==> config.mk <==
export PLATFORM = sky130hd
export DESIGN_NAME = trap_entry
export DESIGN_NICKNAME = d
export VERILOG_FILES = /design/src/rtl/trap_pkg.sv /design/src/rtl/trap_classify.sv /design/src/rtl/trap_irq_gate.sv /design/src/rtl/trap_entry.sv
export SDC_FILE = /design/constraint.sdc
export NUM_CORES = 1
export LEC_CHECK = 0
export ABC_AREA = 1
export BUFFER_PORTS_ARGS = -buffer_cell sky130_fd_sc_hd__buf_2
export CELL_PAD_IN_SITES_DETAIL_PLACEMENT = 0
export CELL_PAD_IN_SITES_GLOBAL_PLACEMENT = 1
export CORE_ASPECT_RATIO = 0.6
export CORE_MARGIN = 1
export CORE_UTILIZATION = 30
export DETAILED_ROUTE_END_ITERATION = 12
export PLACE_DENSITY_LB_ADDON = 0.1
export SYNTH_ARGS = -nofsm -noshare
export SYNTH_HDL_FRONTEND = slang
export SYNTH_SLANG_ARGS = --single-unit
==> constraint.sdc <==
create_clock -name clk -period 2.1 [get_ports clk]
set_clock_uncertainty 0.2 [all_clocks]
set_input_delay 0.105 -clock clk [delete_from_list [all_inputs] [get_ports clk]]
set_output_delay 0.105 -clock clk [all_outputs]
set_load 0.02 [all_outputs]
==> src/rtl/trap_pkg.sv <==
package trap_pkg;
  localparam int XW = 32;
  localparam int CW = 18;
  localparam int OFS_W = 12;

  // Status bit positions
  localparam int ST_IE  = 0;
  localparam int ST_EXL = 1;
  localparam int ST_ERL = 2;
  localparam int ST_ICM = 10;
  localparam int ST_DCM = 11;
  localparam int ST_EIE = 16;
  localparam int ST_BEV = 22;
  localparam int ST_DEV = 23;

  // interrupt code bit positions
  localparam int IC_CTL = 10;
  localparam int IC_DMA = 11;

  typedef enum logic [2:0] {
    VC_REFILL, VC_INTR, VC_GENERAL, VC_PERF, VC_DEBUG, VC_RESET, VC_UNDEF
  } vec_cls_e;
endpackage

==> src/rtl/trap_classify.sv <==
module trap_classify
  import trap_pkg::*;
(
  input  logic [4:0]       exc_fld,   // code bits [6:2]
  input  logic [2:0]       lvl_fld,   // code bits [17:15]
  input  logic             erl,
  input  logic             exl,
  output vec_cls_e         cls,
  output logic [OFS_W-1:0] offset,
  output logic             undef_l2
);
  logic [6:0] masked;
  assign masked = {exc_fld, 2'b00};

  always_comb begin
    cls = VC_GENERAL;
    if (erl) begin
      case (lvl_fld)
        3'd0, 3'd1: cls = VC_RESET;
        3'd2:       cls = VC_PERF;
        3'd3:       cls = VC_DEBUG;
        default:    cls = VC_UNDEF;
      endcase
    end else if (masked >= 7'h08 && masked <= 7'h0C) begin
      cls = VC_REFILL;
    end else if (masked == 7'h00) begin
      cls = VC_INTR;
    end
  end

  always_comb begin
    case (cls)
      VC_REFILL: offset = 12'h000;
      VC_INTR:   offset = 12'h200;
      VC_PERF:   offset = 12'h080;
      VC_DEBUG:  offset = 12'h100;
      default:   offset = 12'h180;
    endcase
    if (exl && cls != VC_RESET) offset = 12'h180;
  end

  assign undef_l2 = (cls == VC_UNDEF);
endmodule

==> src/rtl/trap_irq_gate.sv <==
module trap_irq_gate
  import trap_pkg::*;
(
  input  logic          ie,
  input  logic          eie,
  input  logic          exl,
  input  logic          erl,
  input  logic          m_ctl,
  input  logic          m_dma,
  input  logic          p_ctl,
  input  logic          p_dma,
  output logic          take,
  output logic [CW-1:0] code
);
  logic src_ok;
  assign src_ok = (p_ctl & m_ctl) | (p_dma & m_dma);
  assign take   = src_ok & ie & eie & ~exl & ~erl;

  always_comb begin
    code         = '0;
    code[IC_CTL] = p_ctl;
    code[IC_DMA] = p_dma;
  end
endmodule

==> src/rtl/trap_entry.sv <==
module trap_entry
  import trap_pkg::*;
#(
  parameter logic [XW-1:0] RST_STATUS = 32'h7040_0004,
  parameter logic [XW-1:0] RST_PRID   = 32'h0000_2E20,
  parameter logic [XW-1:0] RST_CONFIG = 32'h0000_0440,
  parameter logic [XW-1:0] RESET_PC   = 32'hBFC0_0000,
  parameter logic [XW-1:0] BOOT_BASE  = 32'hBFC0_0200,
  parameter logic [XW-1:0] NORM_BASE  = 32'h8000_0000
) (
  input  logic          clk,
  input  logic          rst,
  input  logic          req_i,
  input  logic [CW-1:0] code_i,
  input  logic          bd_i,
  input  logic [XW-1:0] pc_i,
  input  logic          irq_ctl_i,
  input  logic          irq_dma_i,
  input  logic          st_we_i,
  input  logic [XW-1:0] st_wd_i,
  output logic          redirect_o,
  output logic [XW-1:0] redirect_pc_o,
  output logic [XW-1:0] status_o,
  output logic [XW-1:0] cause_o,
  output logic [XW-1:0] epc_o,
  output logic [XW-1:0] prid_o,
  output logic [XW-1:0] config_o,
  output logic          l2_err_o
);
  logic [XW-1:0]    status_q, cause_q, epc_q, pc_q;
  logic             redir_q, err_q;
  logic             irq_take, exc_any;
  logic [CW-1:0]    irq_code, exc_code;
  vec_cls_e         cls;
  logic [OFS_W-1:0] offset;
  logic             undef_l2, base_sel;
  logic [XW-1:0]    target;

  trap_irq_gate u_gate (
    .ie    (status_q[ST_IE]),
    .eie   (status_q[ST_EIE]),
    .exl   (status_q[ST_EXL]),
    .erl   (status_q[ST_ERL]),
    .m_ctl (status_q[ST_ICM]),
    .m_dma (status_q[ST_DCM]),
    .p_ctl (irq_ctl_i),
    .p_dma (irq_dma_i),
    .take  (irq_take),
    .code  (irq_code)
  );

  // explicit request has precedence
  assign exc_any  = req_i | irq_take;
  assign exc_code = req_i ? code_i : irq_code;

  trap_classify u_cls (
    .exc_fld  (exc_code[6:2]),
    .lvl_fld  (exc_code[17:15]),
    .erl      (status_q[ST_ERL]),
    .exl      (status_q[ST_EXL]),
    .cls      (cls),
    .offset   (offset),
    .undef_l2 (undef_l2)
  );

  assign base_sel = status_q[ST_ERL] ? status_q[ST_DEV] : status_q[ST_BEV];
  assign target   = (base_sel ? BOOT_BASE : NORM_BASE) + {{(XW-OFS_W){1'b0}}, offset};

  always_ff @(posedge clk) begin
    if (rst) begin
      status_q <= RST_STATUS;
      cause_q  <= '0;
      epc_q    <= '0;
      pc_q     <= RESET_PC;
      redir_q  <= 1'b0;
      err_q    <= 1'b0;
    end else begin
      redir_q <= exc_any;
      if (exc_any) begin
        if (cls == VC_RESET) begin
          pc_q <= RESET_PC;
        end else begin
          pc_q <= target;
          cause_q[30:16] <= '0;
          cause_q[15:0]  <= exc_code[15:0];
          if (!status_q[ST_EXL]) begin
            status_q[ST_EXL] <= 1'b1;
            cause_q[31]      <= bd_i;
            epc_q            <= bd_i ? pc_i - 32'd4 : pc_i;
          end
          if (undef_l2) err_q <= 1'b1;
        end
      end else if (st_we_i) begin
        status_q <= st_wd_i;
      end
    end
  end

  assign redirect_o    = redir_q;
  assign redirect_pc_o = pc_q;
  assign status_o      = status_q;
  assign cause_o       = cause_q;
  assign epc_o         = epc_q;
  assign prid_o        = RST_PRID;
  assign config_o      = RST_CONFIG;
  assign l2_err_o      = err_q;

  // ---- assertions ----
  assert_idle_no_redirect_R11: assert property (@(posedge clk) disable iff (rst)
    (!req_i && !irq_ctl_i && !irq_dma_i) |=> !redirect_o);

  assert_irq_blocked_R10: assert property (@(posedge clk) disable iff (rst)
    (!req_i && (!status_o[ST_IE] || !status_o[ST_EIE] || status_o[ST_EXL] || status_o[ST_ERL]))
    |=> !redirect_o);

  assert_exl_set_R8: assert property (@(posedge clk) disable iff (rst)
    (req_i && !status_o[ST_EXL] && cls != VC_RESET) |=> status_o[ST_EXL]);

  assert_epc_kept_R9: assert property (@(posedge clk) disable iff (rst)
    (req_i && status_o[ST_EXL]) |=> $stable(epc_o));

  assert_reset_class_R4: assert property (@(posedge clk) disable iff (rst)
    (req_i && cls == VC_RESET) |=> (redirect_pc_o == RESET_PC && $stable(status_o) && $stable(cause_o)));

  assert_err_sticky_R6: assert property (@(posedge clk) disable iff (rst)
    l2_err_o |=> l2_err_o);
endmodule

# Word level (Yosys, flattened, before mapping)
# Index checks and enable logic that the tools add are counted.
[op_classes] n_addsub=2 multipliers=0 div=0 n_lt_le_gt_ge=2 n_eq_ne=10 shifts=0 mux=14 n_bitwise=12 n_reduce_logical=12
[op_table] operator="$mux 32" n=2
[op_table] operator="$pmux 10 s4" n=1
[op_table] operator="$add 32x12->32" n=1
[op_table] operator="$sub 32x3->32 const B" n=1
[op_table] operator="$mux 30" n=1
[op_table] operator="$mux 18" n=1
[op_table] operator="$mux 10" n=1
[op_table] operator="$eq 3x2->1 const B" n=3
[op_table] operator="$eq 3x3->1 const B" n=3
[op_table] operator="$pmux 3 s3" n=1
[op_table] operator="$ge 7x4->1 const B" n=1
[op_table] operator="$le 7x4->1 const B" n=1
[op_table] operator="$logic_not 7->1" n=1
[op_table] operator="$and 1x1->1" n=6
[op_table] operator="$eq 3x1->1 const B" n=2
[op_table] operator="$logic_not 3->1" n=2
[op_table] operator="$mux 3" n=2
[op_table] operator="$reduce_and 2->1" n=3
[op_table] operator="$reduce_and 3->1" n=2
[op_table] operator="$mux 2" n=2
[op_table] operator="$not 1->1" n=4
[op_table] operator="$mux 1" n=3
[op_table] operator="$ne 3x3->1 const B" n=1
[op_table] operator="$logic_and 1x1->1" n=2
[op_table] operator="other kinds (4)" n=5
[word_totals] register_bits=115 latch_bits=0 ram_bits=0 romBits=0 inputBits=89 memories=0

# Depth between registers and ports, before layout
# Gate-level depths: netlist of the first run.
[depth] depth_word=10 ltp_mapped=12

# Modules after synthesis
# Synthesis of the first run repeated with hierarchy kept, for this count alone.
[unflattened] hier_cells=808 area_unflattened_um2=5609.1
[modules_own_cells] mod="trap_entry" n_inst=1 cells_per_inst=737 area_per_inst_um2=5223.8 seq_area_each_um2=1941.9
[modules_own_cells] mod="trap_classify" n_inst=1 cells_per_inst=43 area_per_inst_um2=212.7 seq_area_each_um2=0.0
[modules_own_cells] mod="trap_irq_gate" n_inst=1 cells_per_inst=28 area_per_inst_um2=172.7 seq_area_each_um2=0.0

# Least setup slack after synthesis of the first run
# OpenSTA, ideal clock, no wires.
[synth_timing] path_kind="input to register" from="input port req_i" to="register pc_q[9] (netlist: redirect_pc_o[9])" arrival_time_ns=1.257 required_ns=1.768 slack_ns=0.511 cell_stages=9 path_cell_list="buf_6 -> nand2_1 -> nand3_2 -> o21bai_4 -> o21ai_0 -> nor4_1 -> ha_1 -> nand2_1 -> a21oi_1"
[synth_between] elab_chain_len=10 elab_cells_between_ends=26 cone_classes="1 x add/sub; 2 x order compare; 8 x eq/ne; 8 x mux; 1 x bitwise; 6 x reduce/logical"
[synth_lines] item="from (decl)" line="trap_entry.sv:13" text="input logic req_i,"
[synth_lines] item="$mux 18" line="trap_entry.sv:54" text="assign exc_code = req_i ? code_i : irq_code;"
[synth_lines] item="$ge 7x4->1, or another cell as far along" line="trap_classify.sv:24" text="end else if (masked >= 7'h08 && masked <= 7'h0C) begin"
[synth_lines] item="$logic_and 1x1->1, or another cell as far along" line="trap_classify.sv:24"
[synth_lines] item="$mux 3 or $pmux 3 s3 (tied branches)" line="trap_classify.sv:24, trap_classify.sv:18"
[synth_lines] item="$mux 3" line="trap_classify.sv:17" text="if (erl) begin"
[synth_lines] item="$eq 3x3->1, or another cell as far along" line="trap_classify.sv:32" text="case (cls)"
[synth_lines] item="$pmux 10 s4 or $logic_and 1x1->1 (tied branches)" line="trap_classify.sv:32, trap_classify.sv:39"
[synth_lines] item="$mux 10" line="trap_classify.sv:39" text="if (exl && cls != VC_RESET) offset = 12'h180;"
[synth_lines] item="$add 32x12->32" line="trap_entry.sv:67" text="assign target = (base_sel ? BOOT_BASE : NORM_BASE) + {{(XW-OFS_W){1'b0}}, offset};"
[synth_lines] item="$mux 32" line="trap_entry.sv:80" text="if (cls == VC_RESET) begin"
[synth_lines] item="to (signal assigned)" line="trap_entry.sv:83" text="pc_q <= target;"
[synth_lines] item="to (decl)" line="trap_entry.sv:30" text="logic [XW-1:0] status_q, cause_q, epc_q, pc_q;"
# Several ways; a longest one is shown, not always the timed one.
# A chain may end at the register's enable or synchronous reset.

# Final worst setup path of the first run
[layout_timing] from="input port pc_i[2]" to="register epc_q[6] (netlist: epc_o[6])"
[layout_between] elab_chain_len=2
[layout_lines] item="from (decl)" line="trap_entry.sv:16" text="input logic [XW-1:0] pc_i,"
[layout_lines] item="$sub 32x3->32" line="trap_entry.sv:89" text="epc_q <= bd_i ? pc_i - 32'd4 : pc_i;"
[layout_lines] item="$mux 32" line="trap_entry.sv:89"
[layout_lines] item="to (signal assigned)" line="trap_entry.sv:89"
[layout_lines] item="to (decl)" line="trap_entry.sv:30"
# No other way between the ends.

==> flow_summary.ini, run 1 <==
[status]
status = complete, no violations

[layout]
area_growth_pct = 36.6
drive_gt1_share_pct = 23.1
post-route-util_pct = 41.9
fin_nets = 1153
multi_input_area_um2 = 2550
seqCellArea_um2 = 1760
fin_area_um2 = 7180
antenna_cells = 0
n_fill_cell = 1871

[detailed_routing]
wl_met1_um = 8490
vias = 5204
highest_layer = met4
wl_met3_um = 935
routed_wl_um = 16100
drc_errors = 0
drt_iter0_drc = 312
post_drt_via_cell_ratio = 4.00
drt_first_pass_iters = 4
wl_met2_um = 6500
ant_nets = 0
wire_per_inst_um = 12.3

[timing]
period_minus_slack_ns = 1.98
worst_hold_slack_ns = 0.0198
drv_slew = 0
grt_setup_unrepaired = true
fmax_ghz = 0.504
setup_tns_ns = 0
finalSetupViolCount = 0
setup_slack_ns = 0.117
period_share_pct = 94.4
hold_viol_final = 0

[placed_design]
place_congestion = 0.817
pre_cts_ws_ns = 0.264
io_buffer_count = 183
hpwl_um = 11800
post_dp_cell_area_um2 = 6000

[yosys]
ys_async_sr_fraction_pct = 0
synthTopCellsByArea = dfxtp_1 (34%), buf_4 (17%), nand2_1 (17%), inv_1 (6.5%), nor2_1 (6.2%)
netlist_area_um2 = 5260
ys_top_cells_by_count = nand2_1 (233), buf_4 (118), inv_1 (91)
synthDistinctLibCells = 34
synth_compound_gate_area_share_pct = 8.97
synth_top_family_by_area = simple AND/OR/NAND/NOR gates
synth_top_area_share_pct = 33.5
synth_most_common_cell = nand2_1
synth-xor-area-share_pct = 1.17
synth-simple-area-share_pct = 30.2
seq_area_frac_synth_pct = 33.5
synthMuxAreaShare_pct = 0
syn_inst = 804
yosysWarnings = 0
avgSynthCellArea_um2 = 6.54
synth_top_cell_by_area = dfxtp_1
synth-edff-count = 0
synthAdderAreaFrac_pct = 0.476
synth_seq_cells = 88
synth_ff_type = dfxtp_1

[clock_tree]
cts_buffer_depth = 2
cts_tree = done
clk_pin_slew_ns = 0.07
cts-htree-levels = 3
clockRootBuffer = clkbuf_16
numCtsBuffers = 9
insertion_delay_ns = 0.34
numClockSinks = 88

[power_and_ir_drop]
ir_worst_vdd_mv = 0.355
power.density_nw_per_um2 = 649
power_leakage_nw = 3.76

[die]
boundaryPins = 283
rows = 37
die_y_um = 105
dieArea_um2 = 18100
start_util_pct = 30.7
die_w_um = 173
core_area_um2 = 17100

[global_route]
grt_use_total_pct = 17.7
grt_first_pass_wirelength_um = 25500
grt_max_degree = 39
grt_pass1_vias = 4790
antenna_found_initial = 0
gr-total-overflow = 0

[worst_setup_path]
end_kind = flip-flop
crit_fanout = 3
critPathLaunchType = input port
criticalPathCategory = input port to flip-flop
critPathArrivalTime_ns = 2.03
cp.required_ns = 2.14

[worst_hold_path]
hp-class = input port to flip-flop

[flow_run]
timing.max_cap.violations = 0
sequential cells by signal, summed over array words and instances, names as in the netlist:
name,flops
epc_o,32
status_o,32
cause_o,17
redirect_pc_o,5
l2_err_o,1
redirect_o,1
worst paths after layout:
kind	depth (start not counted)	startpoint	slack [ns]	endpoint
setup / recovery	10	pc_i[2]	0.12	epc_o[6]
hold / removal	5	pc_i[17]	0.02	epc_o[17]
setup reg to reg	7	status_o[2]	0.37	epc_o[31]
hold reg to reg	2	status_o[23]	0.26	status_o[23]
what timing repair did:
action,CTS,global route
buffers inserted,0,1
hold endpoints to repair,82,0
endpoints found under the setup margin,0,9
hold buffers,84,0
gates resized for setup,0,11
power by group:
part           internal (mW)  switching [mW]
registers               1.79          0.0627
clock network          0.849           0.746
logic                  0.429           0.786
total                   3.07            1.59
layout by cell type (no fill, tap or decap), types with 2 or more instances in the layout:
master and n:
nand2_1 233, buf_2 183, conb_1 99, inv_1 90
dfxtp_1 88, dlygate4sd3_1 84, nor2_1 83, a21oi_1 62
nand3_1 36, buf_4 20, o21ai_0 16, clkbuf_16 9
nand4_1 7, xor2_1 7, nor2_2 5, inv_2 4
nor2_4 4, nor3_1 3, nand3_4 3, nand2_2 3
o21ai_1 3, nand3_2 2, o21bai_1 2, or2_2 2
clkinv_4 2, inv_6 2, clkinvlp_4 2
final cells by class:
| class | count | area share [%] |
|---|---|---|
| Sequential cell | 88 | 24.5 |
| Multi-Input combinational cell | 580 | 35.6 |
| Clock inverter | 6 | 0.697 |
| Timing Repair Buffer | 288 | 26.8 |
| Tap cell | 234 | 4.08 |
| Inverter | 95 | 4.97 |
| Clock buffer | 10 | 3.33 |
worst max-delay path, cell delays in order:
cell and delay (ns):
dlygate4sd3_1 0.53, buf_2 0.14, inv_1 0.06, ha_2 0.20, nand3_4 0.12, nor2_4 0.10, nand2_1 0.05, dlygate4sd3_1 0.55
a21oi_1 0.12, nor2_1 0.05
per-layer routing:
layer / global-route usage, % / up-vias
li1: - / 2769
met1: 26.0 / 2245
met2: 26.1 / 180
met3: 3.93 / 10
met4: 3.48 / 0
met5: 0 / -
per-stage QoR:
stage	std cells	power, mW
5_1_grt	1301	4.92
3_3_place_gp	1200	2.99
6_report	1301	4.66
2_1_floorplan	901	2.78
4_1_cts	1300	4.73
3_5_place_dp	1200	2.98
logic make-up (layout without fill, tap and decap cells):
family,count (synthesis),after routing
simple gates,383,383
buf+inv,233,399
compound gates,89,89
flops,88,88
xor+xnor,7,7
fa+ha+maj,2,2
other cells,2,99
Power figures use the tool's default switching activity.
==> inputs of run 2 (changes only) <==
--- a/config.mk
+++ b/config.mk
@@ -13,6 +13,7 @@
 export CORE_MARGIN = 1
 export CORE_UTILIZATION = 30
 export DETAILED_ROUTE_END_ITERATION = 12
+export GPL_TIMING_DRIVEN = 0
 export PLACE_DENSITY_LB_ADDON = 0.1
 export SYNTH_ARGS = -nofsm -noshare
 export SYNTH_HDL_FRONTEND = slang
==> run 2 against run 1 <==
Flip-flop and latch count did not move; clock-buffer cell count did not move; hold slack got worse by 0.019 ns; total power is 8.9% higher; final area increased by 12%; global-route usage up 0.43 points; combinational power increased by 15%.
==> flow_summary.ini, run 2 (synthesized netlist as in run 1, its figures left out) <==
[status]
status = complete, no violations

[detailed_routing]
routed_wl_um = 16600
drt_iter0_drc = 308
drt_first_pass_iters = 4
wire_per_inst_um = 11.7
post_drt_via_cell_ratio = 3.92
vias = 5568
drc_errors = 0
ant_nets = 0

[clock_tree]
cts-htree-levels = 3
clk_pin_slew_ns = 0.07
numClockSinks = 88
insertion_delay_ns = 0.34
cts_tree = done
cts_buffer_depth = 2
numCtsBuffers = 9
clockRootBuffer = clkbuf_16

[die]
dieArea_um2 = 18100
die_y_um = 105
rows = 37
die_w_um = 173
start_util_pct = 30.7
boundaryPins = 283
core_area_um2 = 17100

[worst_hold_path]
hold_depth = 2
min_from = rst
holdPathEnd = status_o[8]
hp-class = input port to flip-flop

[global_route]
grt_use_total_pct = 18.1
grt_pass1_vias = 4982
grt_max_degree = 17
antenna_found_initial = 0
grt_first_pass_wirelength_um = 26000
gr-total-overflow = 0

[timing]
hold_viol_final = 0
period_share_pct = 93.8
fmax_ghz = 0.507
relSlewSlack_pct = 59.5
finalSetupViolCount = 0
tightest_slew_ns = 0.607
drv_slew = 0
worst_hold_slack_ns = 0.00121
period_minus_slack_ns = 1.97

[worst_setup_path]
cpPeakStageDelay_ns = 0.54
end_kind = flip-flop
r2r_start = status_o[1]
critPathArrivalTime_ns = 1.97
crit_chain = dlygate4sd3_1 > buf_2 > nand2_1 > nand2_1 > nor2_1 > nand2_1 > nand3_1 > nand2_1 > nor4_4 > ha_1 > nand2_1 > a21oi_1
crit_top_cell = nand2_1
worst-r2r-setup-slack_ns = 0.20
cp.required_ns = 2.10
r2r_end = epc_o[27]
crit_fanout = 2
rr_worst_depth = 7
slowest_stage = dlygate4sd3_1
critPathLaunchType = input port
criticalPathCategory = input port to flip-flop

[power_and_ir_drop]
switching_power_mw = 1.62
p_sw_share_pct = 32.0
ir_worst_vdd_mv = 0.305
p_comb_share_pct = 27.3
power.share.clock_pct = 36.1
p_seq_share_pct = 36.6
internal-power_mw = 3.45
power.density_nw_per_um2 = 631
power_leakage_nw = 4.36

[flow_run]
timing.max_cap.violations = 0

[layout]
multi_input_area_um2 = 2550
n_fill_cell = 1813
fin_nets = 1271
seqCellArea_um2 = 1760
final_cell_mix = nand2_1 (232), buf_2 (191), buf_4 (122), conb_1 (99), inv_1 (90)
area_growth_pct = 53.0
final_common_cell = nand2_1
drive_gt1_share_pct = 30.0
fin_area_um2 = 8040
antenna_cells = 0

[placed_design]
io_buffer_count = 182
hpwl_um = 13000
place_congestion = 0.855
post_dp_cell_area_um2 = 6820
-- run 2: cell types whose count changed in the layout (fill, tap and decap cells not counted), sizes merged --
cell	previous run	this run
clkinvlp	2	0
bufinv	0	2
inv	96	97
clkinv	3	2
dlygate4sd3	84	82
buf	204	316
clkbuf	10	18
-- run 2: final cells by class --
type                            count  area share [%]
Timing Repair Buffer              268            21.9
Tap cell                          234            3.64
Clock buffer                       10            2.97
Buffer                            138            12.3
Sequential cell                    88            21.9
Multi-Input combinational cell    580            31.7
Inverter                           95            4.43
Clock inverter                      6            1.21
-- run 2: critical path, delay by kind of cell --
kind                       cells  cell delay (ns)
buffers and inverters          2             0.68
and+or+nand+nor                8             0.86
AOI/OAI and AO/OA              1             0.06
adders and majority gates      1             0.27
-- run 2: per-layer routing --
metal  share of wire (%)  global-route usage [%]
met1                  53                    27.3
met2                  39                    25.7
met3                 7.1                    4.51
met4                0.74                    3.10
met5                   0                       0
-- run 2: repair_timing --
action,4_1_cts,5_1_grt
endpoints found under the hold margin,79,0
buffers inserted,0,4
hold buffers,82,0
endpoints found under the setup margin,0,15
gates resized for setup,0,8
-- run 2: worst max path at each step --
stage | endpoint | slack (ns) | start | cells past startpoint
after detailed placement | epc_o[28] | 0.11 | pc_i[2] | 10
after floorplan | redirect_pc_o[9] | 0.51 | req_i | 9
after global placement | redirect_pc_o[9] | 0.11 | req_i | 10
after global routing | redirect_pc_o[9] | -0.03 | code_i[4] | 12
after CTS | epc_o[27] | 0.08 | pc_i[4] | 10
final | redirect_pc_o[9] | 0.13 | code_i[4] | 12
-- run 2: power groups by stage --
stage	Combinational (mW)	Clock [mW]	Sequential, mW
final	1.39	1.83	1.86
after global routing	1.52	1.96	1.88
after CTS	1.37	1.88	1.86
after detailed placement	1.25	0	1.90
after global placement	1.26	0	1.90
after floorplan	0.751	0	2.03
-- run 2: through the flow --
step                      setup WS (ns)  utilization (%)  std cells  total power, mW  setup TNS [ns]
after global routing            -0.0333             47.0       1419             5.36         -0.0400
after floorplan                   0.511                -        901             2.78               0
final                             0.130             47.0       1419             5.08               0
after detailed placement          0.112             39.8       1317             3.15               0
after CTS                        0.0754             46.6       1415             5.12               0
after global placement            0.106             39.8       1317             3.15               0
